## src/rtl/ctx_stack_pkg.sv

```systemverilog
package ctx_stack_pkg;

    localparam int ADDR_W = 16;
    localparam int DATA_W = 8;
    localparam int STEP_W = 4;
    localparam int CCR_MASK_BIT = 3;

    localparam logic [7:0] OPC_SWI = 8'h83;
    localparam logic [7:0] OPC_RTI = 8'h80;
    localparam logic [7:0] OPC_RTS = 8'h81;
    localparam logic [7:0] OPC_RSP = 8'h9C;

    localparam logic [STEP_W-1:0] LEN_SWI = 4'd11;
    localparam logic [STEP_W-1:0] LEN_RTI = 4'd9;
    localparam logic [STEP_W-1:0] LEN_RTS = 4'd6;
    localparam logic [STEP_W-1:0] LEN_ONE = 4'd1;

    typedef enum logic [2:0] {K_NONE, K_SWI, K_RTI, K_RTS, K_RSP, K_BAD} kind_e;
    typedef enum logic [1:0] {BUS_IDLE, BUS_WR, BUS_RD} bus_e;
    typedef enum logic [1:0] {ADR_SP, ADR_SP_NEXT, ADR_VEC_HI, ADR_VEC_LO} adr_e;
    typedef enum logic [2:0] {R_NONE, R_PCL, R_PCH, R_X, R_A, R_CCR} reg_e;

    typedef struct packed {
        bus_e bus;
        adr_e adr;
        reg_e wsel;
    } bus_req_t;

    typedef struct packed {
        reg_e cap;
        logic sp_dec;
        logic sp_inc;
        logic pc_inc;
        logic set_mask;
        logic sp_low_fill;
    } upd_t;

    typedef struct packed {
        bus_req_t req;
        upd_t     upd;
        logic     last;
    } action_t;

    typedef struct packed {
        logic [ADDR_W-1:0] pc;
        logic [DATA_W-1:0] a;
        logic [DATA_W-1:0] x;
        logic [DATA_W-1:0] ccr;
        logic [ADDR_W-1:0] sp;
    } ctx_t;

    function automatic kind_e decode_op(input logic [7:0] op);
        kind_e k;
        case (op)
            OPC_SWI: k = K_SWI;
            OPC_RTI: k = K_RTI;
            OPC_RTS: k = K_RTS;
            OPC_RSP: k = K_RSP;
            default: k = K_BAD;
        endcase
        return k;
    endfunction

    function automatic action_t act_push(input reg_e r);
        action_t a;
        a = '0;
        a.req.bus  = BUS_WR;
        a.req.adr  = ADR_SP;
        a.req.wsel = r;
        a.upd.sp_dec = 1'b1;
        return a;
    endfunction

    // pre-increment read; 'prev' captures the byte requested one cycle earlier
    function automatic action_t act_pull(input reg_e prev);
        action_t a;
        a = '0;
        a.req.bus = BUS_RD;
        a.req.adr = ADR_SP_NEXT;
        a.upd.sp_inc = 1'b1;
        a.upd.cap = prev;
        return a;
    endfunction

    function automatic action_t step_action(input kind_e k, input logic [STEP_W-1:0] s);
        action_t a;
        a = '0;
        case (k)
            K_SWI: begin
                case (s)
                    4'd1: a.upd.pc_inc = 1'b1;
                    4'd2: a = act_push(R_PCL);
                    4'd3: a = act_push(R_PCH);
                    4'd4: a = act_push(R_X);
                    4'd5: a = act_push(R_A);
                    4'd6: a = act_push(R_CCR);
                    4'd7: begin
                        a.upd.set_mask = 1'b1;
                        a.req.bus = BUS_RD;
                        a.req.adr = ADR_VEC_HI;
                    end
                    4'd8: begin
                        a.req.bus = BUS_RD;
                        a.req.adr = ADR_VEC_LO;
                        a.upd.cap = R_PCH;
                    end
                    4'd9: a.upd.cap = R_PCL;
                    default: ;
                endcase
                a.last = (s == LEN_SWI);
            end
            K_RTI: begin
                case (s)
                    4'd2: a = act_pull(R_NONE);
                    4'd3: a = act_pull(R_CCR);
                    4'd4: a = act_pull(R_A);
                    4'd5: a = act_pull(R_X);
                    4'd6: a = act_pull(R_PCH);
                    4'd7: a.upd.cap = R_PCL;
                    default: ;
                endcase
                a.last = (s == LEN_RTI);
            end
            K_RTS: begin
                case (s)
                    4'd2: a = act_pull(R_NONE);
                    4'd3: a = act_pull(R_PCH);
                    4'd4: a.upd.cap = R_PCL;
                    default: ;
                endcase
                a.last = (s == LEN_RTS);
            end
            K_RSP: begin
                a.upd.sp_low_fill = 1'b1;
                a.last = (s == LEN_ONE);
            end
            K_BAD: a.last = (s == LEN_ONE);
            default: ;
        endcase
        return a;
    endfunction

endpackage

```

## src/rtl/ctx_seq_ctrl.sv

```systemverilog
module ctx_seq_ctrl
    import ctx_stack_pkg::*;
(
    input  logic       clk,
    input  logic       rst,
    input  logic       start,
    input  logic [7:0] op,
    output action_t    act,
    output logic       done
);

    logic              running_q;
    kind_e             kind_q;
    logic [STEP_W-1:0] step_q;

    always_ff @(posedge clk) begin
        if (rst) begin
            running_q <= 1'b0;
            kind_q    <= K_NONE;
            step_q    <= '0;
        end else if (!running_q) begin
            if (start) begin
                running_q <= 1'b1;
                kind_q    <= decode_op(op);
                step_q    <= {{(STEP_W-1){1'b0}}, 1'b1};
            end
        end else if (act.last) begin
            running_q <= 1'b0;
            step_q    <= '0;
        end else begin
            step_q <= step_q + 1'b1;
        end
    end

    always_comb begin
        act = running_q ? step_action(kind_q, step_q) : '0;
    end

    assign done = act.last;


    done_pulse_chk: assert property (@(posedge clk) disable iff (rst)
        done |=> !done);


    rsp_one_cycle_chk: assert property (@(posedge clk) disable iff (rst)
        (!running_q && start && op == OPC_RSP) |=> done);


    bad_op_quick_chk: assert property (@(posedge clk) disable iff (rst)
        (!running_q && start && decode_op(op) == K_BAD) |=> (done && !act.req.bus[0]));

endmodule

```

## src/rtl/ctx_regfile.sv

```systemverilog
module ctx_regfile
    import ctx_stack_pkg::*;
#(
    parameter logic [ADDR_W-1:0] RESET_PC  = 16'h0000,
    parameter logic [ADDR_W-1:0] RESET_SP  = 16'h00FF,
    parameter logic [DATA_W-1:0] RESET_CCR = 8'h08
)(
    input  logic              clk,
    input  logic              rst,
    input  upd_t              upd,
    input  logic [DATA_W-1:0] rdata,
    output ctx_t              ctx
);

    localparam int HALF = ADDR_W / 2;

    always_ff @(posedge clk) begin
        if (rst) begin
            ctx.pc  <= RESET_PC;
            ctx.a   <= '0;
            ctx.x   <= '0;
            ctx.ccr <= RESET_CCR;
            ctx.sp  <= RESET_SP;
        end else begin
            if (upd.pc_inc)      ctx.pc <= ctx.pc + 1'b1;
            if (upd.sp_dec)      ctx.sp <= ctx.sp - 1'b1;
            if (upd.sp_inc)      ctx.sp <= ctx.sp + 1'b1;
            if (upd.sp_low_fill) ctx.sp[HALF-1:0] <= '1;
            if (upd.set_mask)    ctx.ccr[CCR_MASK_BIT] <= 1'b1;
            case (upd.cap)
                R_PCL:   ctx.pc[HALF-1:0]      <= rdata;
                R_PCH:   ctx.pc[ADDR_W-1:HALF] <= rdata;
                R_X:     ctx.x                 <= rdata;
                R_A:     ctx.a                 <= rdata;
                R_CCR:   ctx.ccr               <= rdata;
                default: ;
            endcase
        end
    end


    rsp_high_keep_chk: assert property (@(posedge clk) disable iff (rst)
        upd.sp_low_fill |=> (ctx.sp == {$past(ctx.sp[ADDR_W-1:HALF]), {HALF{1'b1}}}));

endmodule

```

## src/rtl/ctx_bus_port.sv

```systemverilog
module ctx_bus_port
    import ctx_stack_pkg::*;
#(
    parameter logic [ADDR_W-1:0] VEC_ADDR = 16'hFFFC
)(
    input  bus_req_t          req,
    input  ctx_t              ctx,
    output logic [ADDR_W-1:0] addr,
    output logic [DATA_W-1:0] wdata,
    output logic              we
);

    localparam logic [ADDR_W-1:0] VEC_LO_ADDR = VEC_ADDR + 1'b1;

    always_comb begin
        case (req.adr)
            ADR_SP:      addr = ctx.sp;
            ADR_SP_NEXT: addr = ctx.sp + 1'b1;
            ADR_VEC_HI:  addr = VEC_ADDR;
            default:     addr = VEC_LO_ADDR;
        endcase
    end

    always_comb begin
        case (req.wsel)
            R_PCL:   wdata = ctx.pc[DATA_W-1:0];
            R_PCH:   wdata = ctx.pc[ADDR_W-1:DATA_W];
            R_X:     wdata = ctx.x;
            R_A:     wdata = ctx.a;
            R_CCR:   wdata = ctx.ccr;
            default: wdata = '0;
        endcase
    end

    assign we = (req.bus == BUS_WR);

endmodule

```

## src/rtl/ctx_stack_seq.sv

```systemverilog
module ctx_stack_seq
    import ctx_stack_pkg::*;
#(
    parameter logic [15:0] VEC_ADDR  = 16'hFFFC,
    parameter logic [15:0] RESET_PC  = 16'h0000,
    parameter logic [15:0] RESET_SP  = 16'h00FF,
    parameter logic [7:0]  RESET_CCR = 8'h08
)(
    input  logic        clk,
    input  logic        rst,
    input  logic        start,
    input  logic [7:0]  op_code,
    output logic [15:0] mem_addr,
    output logic [7:0]  mem_wdata,
    output logic        mem_we,
    input  logic [7:0]  mem_rdata,
    output logic        done,
    output logic [15:0] pc_o,
    output logic [7:0]  acc_o,
    output logic [7:0]  idx_o,
    output logic [7:0]  ccr_o,
    output logic [15:0] sp_o
);

    action_t act;
    ctx_t    ctx;

    ctx_seq_ctrl u_ctrl (
        .clk   (clk),
        .rst   (rst),
        .start (start),
        .op    (op_code),
        .act   (act),
        .done  (done)
    );

    ctx_regfile #(
        .RESET_PC  (RESET_PC),
        .RESET_SP  (RESET_SP),
        .RESET_CCR (RESET_CCR)
    ) u_regs (
        .clk   (clk),
        .rst   (rst),
        .upd   (act.upd),
        .rdata (mem_rdata),
        .ctx   (ctx)
    );

    ctx_bus_port #(
        .VEC_ADDR (VEC_ADDR)
    ) u_bus (
        .req   (act.req),
        .ctx   (ctx),
        .addr  (mem_addr),
        .wdata (mem_wdata),
        .we    (mem_we)
    );

    assign pc_o  = ctx.pc;
    assign acc_o = ctx.a;
    assign idx_o = ctx.x;
    assign ccr_o = ctx.ccr;
    assign sp_o  = ctx.sp;


    push_at_sp_chk: assert property (@(posedge clk) disable iff (rst)
        mem_we |-> (mem_addr == sp_o));


    push_dec_chk: assert property (@(posedge clk) disable iff (rst)
        mem_we |=> (sp_o == $past(sp_o) - 16'd1));

endmodule

```

## config.mk

```make
export PLATFORM = sky130hd
export DESIGN_NAME = ctx_stack_seq
export DESIGN_NICKNAME = d
export VERILOG_FILES = /design/src/rtl/ctx_stack_pkg.sv /design/src/rtl/ctx_seq_ctrl.sv /design/src/rtl/ctx_regfile.sv /design/src/rtl/ctx_bus_port.sv /design/src/rtl/ctx_stack_seq.sv
export SDC_FILE = /design/constraint.sdc
export NUM_CORES = 1
export LEC_CHECK = 0
export BUFFER_PORTS_ARGS = -buffer_cell sky130_fd_sc_hd__buf_2
export CAP_MARGIN = 20
export CORE_AREA = 2 2 101 103
export DETAILED_ROUTE_END_ITERATION = 10
export DIE_AREA = 0 0 103 105
export GPL_ROUTABILITY_DRIVEN = 0
export HOLD_SLACK_MARGIN = 0.08
export PLACE_DENSITY_LB_ADDON = 0.3
export SYNTH_ARGS = -nofsm -noshare
export SYNTH_HDL_FRONTEND = slang
export SYNTH_SLANG_ARGS = --single-unit
```

## constraint.sdc

```tcl
create_clock -name clk -period 4.42 [get_ports clk]
set_input_delay 0.442 -clock clk [delete_from_list [all_inputs] [get_ports clk]]
set_output_delay 0.442 -clock clk [all_outputs]
set_load 0.02 [all_outputs]
```

; ---- Yosys cells after proc, flatten, opt, wreduce, memory -nomap -nowiden
; Index checks and enable logic that the tools add are counted.
[op_classes]
addsub = 4
eq_ne = 32
mux = 32
bitwise = 1
n_reduce_logical = 11
[ops]
columns = operator, count
row1 = two-way mux 16 bit, 4
row2 = case mux 16 bit (3 select lines), 1
row3 = case mux 14 bit (3 select lines), 1
row4 = case mux 8 bit (5 select lines), 1
row5 = adder 16 x 1 -> 16 bit (second input constant), 2
row6 = == test 8 bit (second input constant), 4
row7 = case mux 3 bit (5 select lines), 2
row8 = == test 3 x 2 -> 1 bit (second input constant), 6
row9 = == test 3 bit (second input constant), 6
row10 = == test 4 x 3 -> 1 bit (second input constant), 4
row11 = two-way mux 4 bit, 4
row12 = two-way mux 8 bit, 2
row13 = subtractor 16 x 1 -> 16 bit (second input constant), 1
row14 = two-way mux 7 bit, 2
row15 = == test 4 bit (second input constant), 3
row16 = case mux 3 bit (4 select lines), 1
row17 = case mux 4 bit (3 select lines), 1
row18 = two-way mux 5 bit, 2
row19 = nonzero test 2 bit, 5
row20 = == test 3 x 1 -> 1 bit (second input constant), 3
row21 = == test 4 x 2 -> 1 bit (second input constant), 2
row22 = case mux 2 bit (2 select lines), 2
row23 = two-way mux 1 bit, 6
row24 = OR reduction 2 bit, 3
row25 = other kinds (11), 12
[totals]
reg_bits = 64
out_inout_bits = 82
word_cells = 91

; ---- Longest topological paths before layout
; Gate-level depths: netlist (run 1).
[logic_depth]
ltp_word = 7
depth_mapped = 9
ltp_nobuf = 7

; ---- Cells and area by module
; A second synthesis (run 1) with hierarchy kept.
[unflattened]
hier_cells = 561
area_unflattened_um2 = 4660.7
[modules_own_cells]
columns = module, instances, cells_each, area_each_um2, seq_area_each_um2
row1 = ctx_regfile, 1, 341, 3020.4, 1121.1
row2 = ctx_seq_ctrl, 1, 117, 858.3, 160.2
row3 = ctx_bus_port, 1, 103, 782.0, 0.0

; ---- Worst setup path before layout (run 1)
; No wires, ideal clock.
[synth_timing]
kind = register to output
start = reg u_ctrl.kind_q[2]
end = out mem_addr[6]
t_arrival_ps = 2307
slack_ps = 1671
stages_incl_launch_ff = 7
cell_sequence = dfxtp_1 > or4b_4 > nor3_1 > o21ai_1 > buf_2 > o2111a_1 > o21ai_0
[synth_between]
elab_chain_cells = 5
[synth_rtl]
columns = item, line
row1 = start: declaration, ctx_seq_ctrl.sv:13  ; kind_e kind_q;
row2 = start signal: assignment, ctx_seq_ctrl.sv:24  ; kind_q <= decode_op(op);
row3 = == test 3 x 2 -> 1 bit or == test 3 x 1 -> 1 bit (tied branches), ctx_stack_pkg.sv:88  ; case (k)
row4 = case mux 14 bit (3 select lines) *, ctx_stack_pkg.sv:88
row5 = two-way mux 16 bit *, ctx_seq_ctrl.sv:36  ; act = running_q ? step_action(kind_q, step_q) : '0;
row6 = "== test 2 bit, or another cell as far along", ctx_bus_port.sv:16  ; case (req.adr)
row7 = case mux 16 bit (3 select lines) *, ctx_bus_port.sv:16
row8 = end: declaration, ctx_stack_seq.sv:13  ; output logic [15:0] mem_addr,
; Mark *: on every way between the ends. The rest lies on a longest branch, timed or not.

; ---- Final worst setup path (run 1)
[layout_timing]
start = reg u_ctrl.step_q[2]
end = out mem_addr[12]
[layout_between]
elab_chain_cells = 7
[layout_rtl]
columns = item, line
row1 = start: declaration, ctx_seq_ctrl.sv:14  ; logic [STEP_W-1:0] step_q;
row2 = start signal: assignment, ctx_seq_ctrl.sv:25  ; step_q <= {{(STEP_W-1){1'b0}}, 1'b1};
row3 = start signal: assignment, ctx_seq_ctrl.sv:31  ; step_q <= step_q + 1'b1;
row4 = == test 4 x 3 -> 1 bit or == test 4 x 2 -> 1 bit (tied branches), "ctx_stack_pkg.sv:90, ctx_stack_pkg.sv:113, ctx_stack_pkg.sv:125"
row5 = OR reduction 5 bit (no line) or OR reduction 2 bit (tied branches), n/a
row6 = "case mux 4 bit (3 select lines), or another cell as far along", ctx_stack_pkg.sv:90  ; case (s)
row7 = case mux 14 bit (3 select lines) *, ctx_stack_pkg.sv:88
row8 = two-way mux 16 bit *, ctx_seq_ctrl.sv:36
row9 = "== test 2 bit, or another cell as far along", ctx_bus_port.sv:16
row10 = case mux 16 bit (3 select lines) *, ctx_bus_port.sv:16
; Marks and branches as above.

==> results.cfg, run 1 <==
[floorplanning]
initial_utilization_pct = 47.53
core_area_um2 = 9639
ios = 101
fp.dieW_um = 103
die_y_um = 105
fp-row-count = 36
dieArea_um2 = 10820

[route]
wl_um = 15570
wl_per_cell_um = 19.37
via_per_inst = 6.643
drtAntennaViolNets = 0
drt_iter0_drc = 688
vias = 5341
first_pass_iters = 5
drc = 0

[cells_and_area]
instances_no_fill = 804
fin_area_um2 = 5285
mostFrequentLayoutCells = buf_2 (100), dfxtp_1 (64), a21oi_1 (57)
fillerInstances = 974
area_delta_synth_final_pct = 15.35
utilization_pct = 54.83
diodes = 0
mostFrequentLayoutCell = buf_2
nets = 693
final_layout_size_suffix_gt1_share_pct = 20.72

[grt]
grt_max_degree = 53
antenna_found_initial = 0
grt_pass1_vias = 4656
grt.overflow.total = 0
track_usage_pct = 28.37
grt_pass1_wl_um = 24520

[logic_synthesis]
async_reset_ff_share_pct = 0
synthFlopType = dfxtp_1
synth_warnings = 0
syn_inst = 596
synth_area_um2 = 4582
synth.distinct_cells = 72
synth_edf_count = 0
postSynthAreaPerCell_um2 = 7.688
synth_top_area_share_pct = 27.96
synth_top_area_cell = dfxtp_1
ys_seq_area_share_pct = 27.96
syn-num-nets = 622
synthTopCellsByArea = dfxtp_1 (28%), a21oi_1 (6.2%), nand3_1 (4.6%)
ys_ff_latch = 64

[placed_design]
numPortBuffers = 100
dp_hpwl_um = 11080
placed_area_um2 = 5070
dp.cells = 785

[sta]
finalMaxSlewViolations = 0
post-route-period-util_pct = 82.60
hold_viol = 0
max_slew_margin_pct = 26.92
max_freq_ghz = 0.2739
min_period_ns = 3.651
setup_violations = 0
rsz0062_at_grt = no
worst_pin_slew_ns = 1.086
timing.setup.tns_ns = 0
final.setup_skew_ns = 0.01595

[power]
power.density_nw_per_um2 = 227.0
p_leak_nw = 2.022
ir_drop_v = 0.0001706

[setup_path]
crit_type = register to output pin
cp-start-kind = register
end_kind = output pin
worstPathRequired_ns = 3.98
critical_path_arrival_ns = 3.21
worstPathMaxFanout = 23

[clock_tree]
ctsResizeCount = 0
root_buffer = clkbuf_8
cts_sinks = 64
cts.path.max_buffers = 2
cts_hold_buf = 0
clk_pin_slew_ns = 0.09
cts_made_buffers = 9
postCtsSetupBuffers = 0
cts_tree = done
cts_max_level = 3
clock_latency_ns = 0.36

[worst_hold_path]
hold_path_class = input pin to register

[run]
cap_violations = 0

[run_status]
status = finished clean
-- sequential cells by signal, indices dropped and copies added, names as in the netlist --
signal / cells
u_ctrl.step_q: 4
u_regs.ctx: 56
u_ctrl.running_q: 1
u_ctrl.kind_q: 3
-- path summary, 6_finish.rpt --
| kind | from | endpoint | slack (ns) | cells after the start |
|---|---|---|---|---|
| worst max-delay path | u_ctrl.step_q[2]$_SDFFE_PP0P_ | mem_addr[12] | 0.77 | 6 |
| worst min-delay path | mem_rdata[1] | u_regs.ctx[25]$_SDFFE_PP0N_ | 0.40 | 3 |
| worst max register to register | u_ctrl.running_q$_SDFF_PP0_ | u_regs.ctx[41]$_SDFFE_PP0P_ | 1.49 | 5 |
| worst min register to register | u_regs.ctx[39]$_SDFFE_PP0N_ | u_regs.ctx[39]$_SDFFE_PP0N_ | 0.50 | 2 |
-- metrics by stage --
stage               setup slack (ns)  total power, mW  hold WS [ns]
global placement               1.213           0.7031        0.4845
finish                        0.7689            1.200        0.4046
CTS                           0.7206            1.203        0.3908
detailed placement             1.107           0.7065        0.4906
floorplan                      1.671           0.6704        0.5614
global route                  0.6227            1.238        0.4079
-- layer usage --
metal / global-route usage [%] / part of all wire, % / vias up
met4: 8.553 / 1.6 / 0
met5: 0 / 0 / -
met2: 42.30 / 46 / 295
met1: 41.34 / 42 / 2545
li1: - / - / 2472
met3: 4.950 / 10 / 29
-- worst max-delay path, cell delays in order (launching register included) --
cell and delay (ns):
dfxtp_1 0.82, inv_1 0.25, or3_1 0.63, a21oi_4 0.61, nand2_1 0.11, a41oi_1 0.24
buf_2 0.20
-- where the power goes --
group	total, mW	internal, mW	switching, mW	leakage, nW
Combinational	0.103	0.0319	0.0712	1.41
Sequential	0.594	0.581	0.0128	0.517
Clock	0.503	0.255	0.247	0.0948
-- kinds of logic (layout without fill, tap and decap cells) --
| kind of cell | Yosys count | count (layout) | share of synthesized area [%] |
|---|---|---|---|
| AOI/OAI and AO/OA | 207 | 207 | 31.68 |
| xor gates and xnor gates | 8 | 8 | 1.529 |
| adders and majority gates | 7 | 7 | 1.911 |
| buffers and inverters | 61 | 136 | 5.543 |
| DFF | 64 | 64 | 27.96 |
| muxes | 10 | 10 | 2.376 |
| and+or+nand+nor | 239 | 239 | 29.00 |
-- cell type report --
cell class	instances	area [um^2]	share of cell area, %
Timing Repair Buffer	107	553.0	10.46
Clock buffer	9	123.9	2.344
Multi-Input combinational cell	471	3047	57.65
Clock inverter	6	61.31	1.160
Inverter	14	52.55	0.9943
Sequential cell	64	1281	24.24
Tap cell	133	166.4	3.149
-- cells in the mapped netlist, types with 12 or more instances --
cell	n
a31oi_1	12
a21oi_1	57
and3_1	12
nand2_1	33
o21ai_0	33
inv_1	14
nor2_1	33
nand3_1	42
nor3_1	34
clkbuf_1	34
nand4_1	18
dfxtp_1	64
o211ai_1	16
No activity file was read; power rests on OpenSTA's default activity.
==> run 2, diff against run 1 <==
Clock period 4.42 ns to 3.8 ns, I/O delays scaled along.
==> run 2 against run 1 <==
  * Sequential power rose by 16%
  * Cell area up 1.1%
  * Largest cell class unchanged
  * Worst setup slack lost 0.50 ns
  * Highest routed layer unchanged
  * Critical endpoint unchanged
  * First-iteration DRC count up 27%
  * Register-to-register slack worse by 0.53 ns
  * Non-clock buffer count increased by 5
  * Via count grew 1.1%
  * Largest power group unchanged
  * Clock power grew 25%
==> results.cfg, run 2 (synthesis results as in run 1) <==
[run_status]
status = finished clean

[cells_and_area]
mostFrequentLayoutCells = buf_2 (100), dfxtp_1 (64), a21oi_1 (57)
mostFrequentLayoutCell = buf_2
diodes = 0
fillerInstances = 952
area_delta_synth_final_pct = 16.58
regMostFlops = u_regs.ctx
reg_top3 = u_regs.ctx x56, u_ctrl.step_q x4, u_ctrl.kind_q x3
utilization_pct = 55.41
final_layout_size_suffix_gt1_share_pct = 21.42
instances_no_fill = 810
largest_reg_flops = 56
nets = 698

[setup_path]
startpoint = u_ctrl.step_q[0]$_SDFFE_PP0P_
crit_type = register to output pin
critical_path.endpoint = mem_addr[12]
critPathTopFamily = simple AND/OR/NAND/NOR gates
cpMaxStageDelayCell = or3_1
r2r_start = u_ctrl.step_q[0]$_SDFFE_PP0P_
reg2reg_slack_ns = 0.96
r2r_cells = 7
end_kind = output pin
critical_path_arrival_ns = 3.15
regToRegEndpoint = u_regs.ctx[8]$_SDFFE_PP0P_
cp.depth = 8
crit_buf_inv = 2
cp-start-kind = register
worstPathMaxFanout = 22
path_cells = inv_1, ha_1, nor3_1, or3_1, a21oi_4, nand2_1, a41oi_1, buf_2
worstPathRequired_ns = 3.42
critPathMaxStageDelay_ns = 0.58

[placed_design]
dp_hpwl_um = 10990
numPortBuffers = 100
dp.cells = 791

[route]
wl_per_cell_um = 19.31
drtAntennaViolNets = 0
wl_um = 15640
first_pass_iters = 5
via_per_inst = 6.667
vias = 5400
drt_iter0_drc = 877
drc = 0

[floorplanning]
fp-row-count = 36
fp.dieW_um = 103
ios = 101
initial_utilization_pct = 47.53
core_area_um2 = 9639
die_y_um = 105
dieArea_um2 = 10820

[clock_tree]
cts_tree = done
postCtsSetupBuffers = 0
cts_max_level = 3
cts_made_buffers = 9
cts_hold_buf = 0
clock_latency_ns = 0.37
root_buffer = clkbuf_8
ctsResizeCount = 0
cts_sinks = 64
cts.path.max_buffers = 2
clk_pin_slew_ns = 0.09

[grt]
grt_pass1_vias = 4718
track_usage_pct = 28.38
antenna_found_initial = 0
grt_max_degree = 36
grt.overflow.total = 0
grt_pass1_wl_um = 24600

[worst_hold_path]
whs_path_depth = 3
hold_path_class = input pin to register

[sta]
rsz0062_at_grt = no
post-route-period-util_pct = 92.98
setup_violations = 0
timing.setup.tns_ns = 0
worst_pin_slew_ns = 0.9770
max_slew_margin_pct = 34.51
final.setup_skew_ns = 0.01765
max_freq_ghz = 0.2830
min_period_ns = 3.533
finalMaxSlewViolations = 0
hold_viol = 0
whs_ns = 0.3323

[power]
power_frac_comb_pct = 8.3
power.switching_mw = 0.4045
ir_drop_v = 0.0001611
power.density_nw_per_um2 = 269.5
sw_frac_of_total_pct = 28.10
power.internal_mw = 1.035
p_clk_share_pct = 43.7
p_leak_nw = 2.049
pwr-share-seq_pct = 47.9

[run]
cap_violations = 0
run 2: changes by cell type in the layout (fill, tap and decap cells not counted):
cell,previous run,this run
buf_4,7,12
clkinv_2,3,1
clkinvlp_4,1,3
clkbuf_8,9,10
clkinv_4,1,0
inv_6,0,1
run 2: cell type report:
cell class              instances  area [um^2]  share of cell area, %
multi-input cells             471         3047                  57.04
flip-flops and latches         64         1281                  23.99
repair buffers                112        590.6                  11.06
well taps                     133        166.4                  3.115
clock buffers                  10        137.6                  2.577
clock inverters                 6        66.31                  1.242
inverters                      14        52.55                 0.9838
run 2: how the worst min path moves through the flow:
stage                                           start                           to  slack [ns]
after CTS                                mem_rdata[3]  u_regs.ctx[27]$_SDFFE_PP0N_        0.32
after detailed placement  u_regs.ctx[38]$_SDFFE_PP0N_  u_regs.ctx[38]$_SDFFE_PP0N_        0.49
final                                    mem_rdata[3]  u_regs.ctx[27]$_SDFFE_PP0N_        0.33
after floorplan                          mem_rdata[0]  u_regs.ctx[16]$_SDFFE_PP0N_        0.53
after global routing                     mem_rdata[7]  u_regs.ctx[31]$_SDFFE_PP0N_        0.33
after global placement    u_regs.ctx[38]$_SDFFE_PP0N_  u_regs.ctx[38]$_SDFFE_PP0N_        0.48
run 2: per-stage QoR:
step	power (mW)	cell area, um^2	setup WS (ns)
2_1_floorplan	0.7798	4582	1.113
3_3_place_gp	0.8176	5115	0.6569
3_5_place_dp	0.8214	5115	0.5044
4_1_cts	1.436	5319	0.1016
5_1_grt	1.479	5341	0.07442
6_report	1.439	5341	0.2666
run 2: layer usage:
metal	wire length [um]	GRT usage (%)	share of wire (%)	up-vias
met5	0	0	0	-
met4	319	9.586	2.0	0
met3	1796	5.819	11	43
met2	7013	41.37	45	337
met1	6510	41.21	42	2539
li1	-	-	-	2481
run 2: worst reg2reg max path, cell delays in order, from the launching register on:
cell	delay (ns)
dfxtp_1	0.36
inv_1	0.13
ha_1	0.44
nor3_1	0.15
or3_1	0.58
a21oi_4	0.58
a2bb2oi_1	0.18
mux2_4	0.32
run 2: power by group through the flow:
stage / Combinational, mW / Clock (mW) / Sequential (mW)
detailed placement: 0.116 / 0 / 0.705
finish: 0.120 / 0.629 / 0.690
global placement: 0.113 / 0 / 0.704
floorplan: 0.0833 / 0 / 0.697
global route: 0.130 / 0.657 / 0.692
CTS: 0.116 / 0.631 / 0.689
==> run 3, diff against run 2 <==
Settings changed: CORE_AREA 2 2 101 103 to 2 2 102 104, DIE_AREA 0 0 103 105 to 0 0 104 106, SYNTH_HIERARCHICAL set to 1.
==> run 3 against run 2 <==
  * Cell count shrank 2.8%
  * Synthesized area grew 1.6%
  * Fmax grew 0.90%
  * Worst setup slack gained 0.031 ns
  * Worst hold slack gained 0.0026 ns
  * Sequential share of layout area shrank 0.55 points
  * Combinational power shrank 16%
  * Total power grew 0.80%
  * First-iteration DRC count shrank 72%
  * Core utilization shrank 0.70 points
  * Critical path type unchanged
==> results.cfg, run 3 <==
[cells_and_area]
utilization_pct = 54.72
reg_top3 = u_regs/ctx x56, u_ctrl/step_q x4, u_ctrl/kind_q x3
diodes = 0
mostFrequentLayoutCells = buf_2 (100), dfxtp_1 (63), nor2_1 (56)
largest_reg_flops = 56
final_layout_size_suffix_gt1_share_pct = 25.50
regMostFlops = u_regs/ctx
nets = 686
multiInputGateArea_um2 = 3158
seqCellArea_um2 = 1282
area_delta_synth_final_pct = 17.59
mostFrequentLayoutCell = buf_2
fillerInstances = 974
instances_no_fill = 787

[sta]
worst_pin_slew_ns = 0.9935
hold_viol = 0
max_slew_margin_pct = 33.77
final.setup_skew_ns = 0.01141
post-route-period-util_pct = 92.16
timing.setup.tns_ns = 0
finalMaxSlewViolations = 0
setup_violations = 0
max_freq_ghz = 0.2856
rsz0062_at_grt = no
min_period_ns = 3.502

[setup_path]
worstPathRequired_ns = 3.42
r2r_start = u_ctrl/step_q[1]$_SDFFE_PP0P_
worstPathMaxFanout = 10
regToRegEndpoint = u_regs/ctx[12]$_SDFFE_PP0P_
path_cells = ha_1, nor2_1, or4_1, o31a_2, o22ai_2, nand3_1, nor4_2, xnor2_1, nand2b_1, buf_2
critPathMaxStageDelay_ns = 0.40
critPathTopFamily = simple AND/OR/NAND/NOR gates
critical_path_arrival_ns = 3.12
crit_type = register to output pin
reg2reg_slack_ns = 0.31
end_kind = output pin
startpoint = u_ctrl/step_q[1]$_SDFFE_PP0P_
cp-start-kind = register
cpMaxStageDelayCell = or4_1
crit_buf_inv = 1
r2r_cells = 14

[clock_tree]
clk_pin_slew_ns = 0.07
ctsResizeCount = 0
cts_tree = done
cts.path.max_buffers = 2
cts_hold_buf = 0
cts_sinks = 64
cts_made_buffers = 9
clock_latency_ns = 0.34
root_buffer = clkbuf_8
postCtsSetupBuffers = 0
cts_max_level = 3

[run]
cap_violations = 0

[logic_synthesis]
postSynthAreaPerCell_um2 = 8.309
synth_area_um2 = 4653
syn_inst = 560
syn-num-nets = 600
synth_warnings = 6

[placed_design]
numPortBuffers = 100
dp_hpwl_um = 8939
dp.cells = 771

[grt]
grt_pass1_vias = 4270
antenna_found_initial = 0
grt_pass1_wl_um = 20410
track_usage_pct = 22.25
grt.overflow.total = 0
grt_max_degree = 56

[floorplanning]
fp-row-count = 37
ios = 101
core_area_um2 = 10000
fp.dieW_um = 104
initial_utilization_pct = 46.53
die_y_um = 106
dieArea_um2 = 11020

[power]
power.density_nw_per_um2 = 265.2
p_leak_nw = 2.344
ir_drop_v = 0.0002490

[route]
drc = 0
wl_um = 12190
drt_iter0_drc = 248
first_pass_iters = 7
wl_per_cell_um = 15.48
via_per_inst = 5.703
vias = 4488
drtAntennaViolNets = 0

[worst_hold_path]
min_to = u_ctrl/kind_q[0]$_SDFFE_PP0P_
whs_path_depth = 3
min_from = op_code[0]
hold_path_class = input pin to register

[run_status]
status = finished clean
run 3: worst max-delay path by stage:
stage | to | cells past startpoint
2_1_floorplan | u_regs/ctx[12]$_SDFFE_PP0P_ | 14
3_3_place_gp | u_regs/ctx[12]$_SDFFE_PP0P_ | 14
3_5_place_dp | u_regs/ctx[12]$_SDFFE_PP0P_ | 14
4_1_cts | u_regs/ctx[12]$_SDFFE_PP0P_ | 14
5_1_grt | mem_addr[13] | 10
6_report | mem_addr[13] | 10
run 3: metal layers:
metal / part of all wire, % / GRT usage [%]
met5: 0 / 0
met4: 1.5 / 7.143
met3: 6.9 / 4.537
met2: 46 / 37.78
met1: 45 / 28.37
run 3: power breakdown:
part           internal [mW]  leakage [nW]  switching (mW)  total [mW]
Combinational         0.0368          1.72          0.0644       0.101
Clock                  0.369         0.106           0.292       0.661
Sequential             0.677         0.517          0.0119       0.689
run 3: worst register-to-register path, delay by kind of cell, from the launching register on:
| kind | cells | cell delay (ns) |
|---|---|---|
| adder cells (fa/ha/maj) | 2 | 0.57 |
| AND/OR/NAND/NOR | 3 | 0.72 |
| buffers and inverters | 2 | 0.24 |
| XOR/XNOR | 1 | 0.19 |
| flip-flops | 1 | 0.39 |
| AO/OA/AOI/OAI | 6 | 1.23 |
run 3: final cells by class:
type | instances | share of cell area [%]
timing repair buffer | 110 | 10.52
clock inverter | 7 | 1.715
multi-input combinational | 443 | 57.72
inverter | 18 | 1.235
tap | 136 | 3.110
sequential | 64 | 23.44
clock buffer | 9 | 2.264
run 3: per-stage QoR:
| step | hold WS (ns) | setup WS [ns] | total power, mW | area, um^2 |
|---|---|---|---|---|
| floorplan | 0.5123 | 0.3673 | 0.7674 | 4653 |
| global placement | 0.4944 | 0.3191 | 0.8004 | 5248 |
| global route | 0.3439 | 0.009021 | 1.503 | 5472 |
| CTS | 0.3228 | 0.1260 | 1.457 | 5465 |
| detailed placement | 0.5078 | 0.1600 | 0.8037 | 5248 |
| finish | 0.3349 | 0.2981 | 1.451 | 5472 |
